[src/rtl/flash_rd_pkg.sv]
package flash_rd_pkg;
  typedef enum logic [1:0] {SQ_IDLE, SQ_LOW, SQ_HIGH, SQ_GAP} seq_st_e;

  localparam int HDR_W = 96;

  function automatic logic [31:0] swap_bytes(input logic [31:0] w);
    return {w[7:0], w[15:8], w[23:16], w[31:24]};
  endfunction
endpackage

[src/rtl/flash_seg_decode.sv]
module flash_seg_decode #(
  parameter int NCS  = 2,
  parameter int SELW = (NCS > 1) ? $clog2(NCS) : 1
) (
  input  logic [31:0]       addr,
  input  logic [32*NCS-1:0] seg_cfg,
  output logic              hit,
  output logic [SELW-1:0]   sel,
  output logic [NCS-1:0]    sel_oh,
  output logic [31:0]       offset
);
  logic [NCS-1:0] win;
  logic [7:0]     starts [NCS];
  logic [7:0]     start_sel;
  logic [16*NCS-1:0] low_unused;

  for (genvar i = 0; i < NCS; i++) begin : g_win
    logic [7:0] st_u;
    logic [7:0] en_u;
    assign st_u      = seg_cfg[32*i+16 +: 8];
    assign en_u      = seg_cfg[32*i+24 +: 8];
    assign starts[i] = st_u;
    assign win[i]    = (st_u < en_u) &&
                       ({1'b0, st_u} <= addr[31:23]) &&
                       (addr[31:23] < {1'b0, en_u});
    assign low_unused[16*i +: 16] = seg_cfg[32*i +: 16];
  end

  always_comb begin
    hit = 1'b0;
    sel = '0;
    for (int i = NCS - 1; i >= 0; i--) begin
      if (win[i]) begin
        hit = 1'b1;
        sel = SELW'(i);
      end
    end
    sel_oh = '0;
    if (hit) sel_oh[sel] = 1'b1;
  end

  assign start_sel = starts[sel];
  assign offset    = {addr[31:23] - {1'b0, start_sel}, addr[22:0]};
endmodule

[src/rtl/flash_spi_seq.sv]
module flash_spi_seq
  import flash_rd_pkg::*;
#(
  parameter int NCS = 2
) (
  input  logic           clk,
  input  logic           rst,
  input  logic           start,
  input  logic [NCS-1:0] cs_oh,
  input  logic [7:0]     opcode,
  input  logic [31:0]    faddr,
  input  logic           wide,
  input  logic [2:0]     ndummy,
  input  logic [3:0]     inact,
  input  logic           miso,
  output logic           busy,
  output logic           done,
  output logic [31:0]    data,
  output logic [NCS-1:0] cs_n,
  output logic           sck,
  output logic           mosi
);
  seq_st_e          st;
  logic [HDR_W-1:0] shreg;
  logic [6:0]       cnt;
  logic [6:0]       last;
  logic [3:0]       gap;
  logic [3:0]       gap_init;
  logic [31:0]      rx;
  logic [6:0]       last_c;
  logic [HDR_W-1:0] hdr_c;

  assign last_c = (wide ? 7'd71 : 7'd63) + {1'b0, ndummy, 3'b000};
  assign hdr_c  = wide ? {opcode, faddr, {56{1'b1}}}
                       : {opcode, faddr[23:0], {64{1'b1}}};

  always_ff @(posedge clk) begin
    if (rst) begin
      st       <= SQ_IDLE;
      cs_n     <= '1;
      sck      <= 1'b0;
      shreg    <= '1;
      cnt      <= '0;
      last     <= '0;
      gap      <= '0;
      gap_init <= '0;
      rx       <= '0;
      done     <= 1'b0;
      data     <= '0;
    end else begin
      done <= 1'b0;
      case (st)
        SQ_IDLE: begin
          if (start) begin
            cs_n     <= ~cs_oh;
            shreg    <= hdr_c;
            cnt      <= '0;
            last     <= last_c;
            gap_init <= 4'd15 - inact;
            st       <= SQ_LOW;
          end
        end
        SQ_LOW: begin
          sck <= 1'b1;
          rx  <= {rx[30:0], miso};
          st  <= SQ_HIGH;
        end
        SQ_HIGH: begin
          sck <= 1'b0;
          if (cnt == last) begin
            cs_n <= '1;
            done <= 1'b1;
            data <= swap_bytes(rx);
            gap  <= gap_init;
            st   <= SQ_GAP;
          end else begin
            cnt   <= cnt + 7'd1;
            shreg <= {shreg[HDR_W-2:0], 1'b1};
            st    <= SQ_LOW;
          end
        end
        default: begin
          if (gap == 4'd0) st <= SQ_IDLE;
          else             gap <= gap - 4'd1;
        end
      endcase
    end
  end

  assign busy = (st != SQ_IDLE);
  assign mosi = shreg[HDR_W-1];
endmodule

[src/rtl/flash_mmap_rd.sv]
module flash_mmap_rd #(
  parameter int NCS = 2
) (
  input  logic              clk,
  input  logic              rst,
  input  logic              bus_req,
  input  logic              bus_we,
  input  logic [31:0]       bus_addr,
  output logic              bus_ack,
  output logic              bus_err,
  output logic [31:0]       bus_rdata,
  input  logic [32*NCS-1:0] seg_cfg,
  input  logic [32*NCS-1:0] ctl_cfg,
  input  logic [NCS-1:0]    wide_addr,
  output logic [NCS-1:0]    spi_cs_n,
  output logic              spi_sck,
  output logic              spi_mosi,
  input  logic              spi_miso
);
  localparam int SELW = (NCS > 1) ? $clog2(NCS) : 1;

  logic            hit;
  logic [SELW-1:0] sel;
  logic [NCS-1:0]  sel_oh;
  logic [31:0]     offset;
  logic [31:0]     ctl_arr [NCS];
  logic [31:0]     ctl_sel;
  logic [1:0]      mode;
  logic [2:0]      dcount;
  logic [2:0]      ndummy;
  logic            mode_ok;
  logic            accept;
  logic            start;
  logic            busy;
  logic            done;
  logic [31:0]     seq_data;
  logic            imm_ack;
  logic            imm_err;
  logic [11:0]     ctl_unused;

  flash_seg_decode #(.NCS(NCS), .SELW(SELW)) u_dec (
    .addr    (bus_addr),
    .seg_cfg (seg_cfg),
    .hit     (hit),
    .sel     (sel),
    .sel_oh  (sel_oh),
    .offset  (offset)
  );

  for (genvar i = 0; i < NCS; i++) begin : g_ctl
    assign ctl_arr[i] = ctl_cfg[32*i +: 32];
  end

  assign ctl_sel    = ctl_arr[sel];
  assign mode       = ctl_sel[1:0];
  assign dcount     = {ctl_sel[14], ctl_sel[7:6]};
  assign ndummy     = (mode == 2'd1) ? dcount : 3'd0;
  assign ctl_unused = {ctl_sel[31:28], ctl_sel[15], ctl_sel[13:8], ctl_sel[5]};

  assign mode_ok = hit && !mode[1];
  assign accept  = bus_req && !busy && !bus_ack;
  assign start   = accept && !bus_we && mode_ok;

  always_ff @(posedge clk) begin
    if (rst) begin
      imm_ack <= 1'b0;
      imm_err <= 1'b0;
    end else begin
      imm_ack <= accept && !start;
      imm_err <= accept && !start && !mode_ok;
    end
  end

  flash_spi_seq #(.NCS(NCS)) u_seq (
    .clk    (clk),
    .rst    (rst),
    .start  (start),
    .cs_oh  (sel_oh),
    .opcode (ctl_sel[23:16]),
    .faddr  (offset),
    .wide   (wide_addr[sel]),
    .ndummy (ndummy),
    .inact  (ctl_sel[27:24]),
    .miso   (spi_miso),
    .busy   (busy),
    .done   (done),
    .data   (seq_data),
    .cs_n   (spi_cs_n),
    .sck    (spi_sck),
    .mosi   (spi_mosi)
  );

  assign bus_ack   = imm_ack | done;
  assign bus_err   = imm_err;
  assign bus_rdata = done ? seq_data : 32'd0;
endmodule

[config.mk]
export PLATFORM = sky130hd
export DESIGN_NAME = flash_mmap_rd
export DESIGN_NICKNAME = d
export VERILOG_FILES = /design/src/rtl/flash_rd_pkg.sv /design/src/rtl/flash_seg_decode.sv /design/src/rtl/flash_spi_seq.sv /design/src/rtl/flash_mmap_rd.sv
export SDC_FILE = /design/constraint.sdc
export NUM_CORES = 1
export LEC_CHECK = 0
export BUFFER_PORTS_ARGS = -buffer_cell sky130_fd_sc_hd__buf_4
export CAP_MARGIN = 20
export CORE_ASPECT_RATIO = 1.4
export CORE_UTILIZATION = 37
export DETAILED_ROUTE_END_ITERATION = 8
export PLACE_DENSITY = 0.7
export SLEW_MARGIN = 40
export SYNTH_ARGS = -nofsm -noshare
export SYNTH_HDL_FRONTEND = slang
export SYNTH_SLANG_ARGS = --single-unit
export TNS_END_PERCENT = 20
[constraint.sdc]
create_clock -name clk -period 5.7 [get_ports clk]
set_input_delay 0.57 -clock clk [delete_from_list [all_inputs] [get_ports clk]]
set_output_delay 0.57 -clock clk [all_outputs]
set_load 0.05 [all_outputs]
==> results by group <==
Clock network
  – Postcts setup bufs: 0
  – Clock-pin transition on the worst setup and hold timing paths: ~60 ps
  – Worst skew pair latency: 420 ps
  – CTS sink cnt: about 130
  – CTS tree: built
  – H-tree levels: 4
  – # hold bufs at CTS: 0
  – Clk buf depth: 2
  – Root Buffer: clkbuf_16
  – CTS buffer count: 17
  – # resized after CTS: 0

Timing
  – Final worst-path cycle share: 75.73%
  – Final slew viol count: 0
  – Skew final: 10.10 ps
  – RSZ-0062 raised after global routing: no
  – Slew margin rel.: approximately half
  – Tmin final: about 4300 ps
  – Setup TNS: 0 ps
  – Worst Tran Pin Value: around 760 ps
  – # setup viols final: 0
  – Hold_ws: between 400 and 500 ps
  – Peak Freq: ~0.23 GHz
  – Final hold viol count: 0

Setup path
  – WS Path Type: input pin to flop
  – WP data required: 6040 ps
  – Largest delay share family, worst path: compound AO/OA/AOI/OAI gates
  – R2r startpoint: u_seq.st[0]$_SDFFE_PP0P_
  – CP Max Fanout: 18
  – Critical Path Start: bus_addr[29]
  – Reg2reg path depth: 9
  – R2R setup slack: around 2700 ps
  – Worst-path cell chain: buf_4 -> ha_1 -> a21o_1 -> a2111oi_0 -> o221ai_1 -> a211oi_2 -> o21ai_4 -> o21ai_0 -> ha_1 -> inv_1 -> fa_1 -> a21oi_1 -> o211ai_1 -> nor3_1 -> o21bai_1 -> xnor2_1 -> nand3_1 -> a31oi_1
  – Max incr delay on CP: about 560 ps
  – Cell mode on critical path: ha_1
  – Critical R2R Capture: u_seq.st[1]$_SDFFE_PP0P_
  – Critical Path End: u_seq.shreg[87]$_SDFFE_PP1P_
  – Setup crit end kind: flop
  – Crit. path cell count: 18
  – Critical Path AT: roughly 4700 ps
  – Critical path's slowest cell: a2111oi_0
  – Crit start category: input pin
  – Worst path bufs/invs: 2

GRT
  – Antenna violations before repair: 0
  – Total track usage: between 15 and 20%
  – Gr ovfl total: 0
  – Vias in the first global route: slightly below 7000
  – Met3 GRT Util: 3.031%
  – First-pass GRT wire length: 33.15 mm
  – Largest net degree at the start of global routing: between 60 and 70
  – Top Usage Layer GRT: met2
  – GR Util met2: between 30% and 40%
  – GR met1 Demand/Resource: a little over a fifth

Yosys
  – Register bit total from synthesis: 132
  – Syn Nets: 1196
  – Synth area leader: dfxtp_1
  – Synth top area share: between 30 and 40%
  – Netlist cell types: 67
  – Main area contributors after synthesis: dfxtp_1, ha_1, mux2i_1, a21oi_1, nand2_1
  – Post-synthesis cell count: between 900 and 1000
  – Yosys warning total: 0
  – Post-synth EDFFs: 0
  – Most frequent cell after synthesis: dfxtp_1
  – Dominant synthesized flop cell: dfxtp_1
  – Async set-reset flop share out of synthesis: 0%
  – Synth top cells by count: dfxtp_1, nand2_1, a21oi_1
  – Average size of a mapped cell: slightly above 8 µm²
  – Seq/Total Area, Yosys: about a third
  – Synth Cell Area: between 7000 and 8000 µm²

Drt
  – DRT Wirelength: approximately 20 mm
  – Post-route ant nets: 0
  – Routed WL per cell: ~15 µm
  – DR pass1 iterations: 8
  – Vias per cell: between 5 and 6
  – Residual DRC count: 1
  – Routed via count: roughly 7200
  – DRT iter0 DRCs: 420

Place
  – Final RePlAce weighted congestion: 0.8710
  – Final HPWL DP: around 14 mm
  – Number of port buffers: about 140

Die
  – Chip Width: between 100 and 150 µm
  – Die height: 175.2 µm
  – Core Region: ~21000 µm²
  – Placement row count: 63
  – DIE AREA: about 22000 µm²
  – Initial Util: between 30% and 40%
  – # IOs: 205

Cells and area
  – Layout cells sized above 1: 19.87%
  – Antenna Cells: 0
  – Total Nets Final: 1299
  – Area Growth Syn to Fin: 22.46%

Power
  – Peak supply drop: 0.0002179 V
  – Tot Pwr: around 2.7 mW
  – Pwr/cell area: around 280 nW/µm²
  – Leakage: 4.082 nW

Run status
  – Failing checks: design-rule violations
  – Status: complete, but fails checks

Worst hold path
  – Worst Hold Class: input pin to flop

Run
  – MaxCap Viol Count: 0
cell usage in the layout, fill, tap and decap left out, types with 4 or more instances in the layout:
cell	n
inv_8	4
o21ai_1	36
nand2_1	114
xnor2_1	9
nor3_1	19
ha_1	59
o21ai_0	26
o221ai_1	16
nand3_1	18
xor2_1	4
clkbuf_16	17
inv_6	7
a211oi_1	8
mux2_2	8
nor2_1	73
buf_4	150
a21o_1	8
dfxtp_1	131
or3_1	22
o211ai_1	6
o31ai_1	7
mux2i_1	71
nand2b_1	11
a31oi_1	5
a21oi_1	104
nor2b_1	5
a21oi_2	5
and2_1	33
inv_1	42
through the flow:
| step | utilization [%] | std cells | setup slack, ps | cell area [µm²] |
|---|---|---|---|---|
| 2_1_floorplan | - | 966 | 1372 | 7929 |
| 3_5_place_dp | 43.19 | 1310 | 967.7 | 9124 |
| 6_report | 45.96 | 1342 | 1383 | 9709 |
| 5_1_grt | 45.96 | 1342 | 1052 | 9709 |
| 4_1_cts | 45.95 | 1342 | 1428 | 9708 |
| 3_3_place_gp | 43.12 | 1310 | 1134 | 9109 |
where the power goes:
part	total, mW	internal (mW)	switching (mW)
Combinational	0.657	0.270	0.388
Clock	1.09	0.622	0.470
Sequential	0.979	0.954	0.0243
per-layer routing:
| metal | routed length [µm] | share of wire, % | up-vias |
|---|---|---|---|
| met2 | 10430 | 52 | 174 |
| met3 | 660 | 3.3 | 39 |
| li1 | - | - | 3628 |
| met4 | 544 | 2.7 | 0 |
| met5 | 0 | 0 | - |
| met1 | 8318 | 42 | 3397 |
logic make-up (layout without fill, tap and decap cells):
group                      Yosys count  after routing  synth area share, %
muxes                               80             80                10.24
and+or+nand+nor                    317            317                19.02
adders and majority gates           63             63                10.13
xor gates and xnor gates            13             13                1.436
DFF                                132            132                33.33
buffers and inverters              108            224                5.744
AOI/OAI and AO/OA                  253            253                20.10
worst min path at each step:
stage	start	to	slack, ps	cells past startpoint
after global placement	u_seq.data[24]$_SDFFE_PP0P_	u_seq.data[24]$_SDFFE_PP0P_	430	2
after CTS	spi_miso	u_seq.rx[0]$_SDFFE_PP0P_	380	3
after detailed placement	u_seq.data[17]$_SDFFE_PP0P_	u_seq.data[17]$_SDFFE_PP0P_	440	2
after global routing	spi_miso	u_seq.rx[0]$_SDFFE_PP0P_	410	3
final	spi_miso	u_seq.rx[0]$_SDFFE_PP0P_	400	3
after floorplan	u_seq.data[7]$_SDFFE_PP0P_	u_seq.data[7]$_SDFFE_PP0P_	430	2
cell type report:
type	instances	area (µm²)
clock buffer	17	425.4
clock inverter	15	158.9
fill	2079	11420
inverter	42	157.7
multi-input combinational	726	4872
sequential	132	2644
tap	260	325.3
timing repair buffer	150	1126
registers in the layout, summed over array words and instances, names as in the netlist, 2 cells and up:
register	count
u_seq.shreg	40
u_seq.data	32
u_seq.rx	32
u_seq.cnt	7
u_seq.last	5
u_seq.gap	4
u_seq.gap_init	4
u_seq.cs_n	2
u_seq.st	2
worst register-to-register path, cell delays in order, from the launching register on:
cell and delay, ps:
dfxtp_1 370, inv_1 140, ha_2 260, buf_4 570, inv_1 500, buf_4 370, nor4_1 310, nand2b_1 110
o21ai_1 140, a32o_1 170
(Power assumes the default switching activity.)
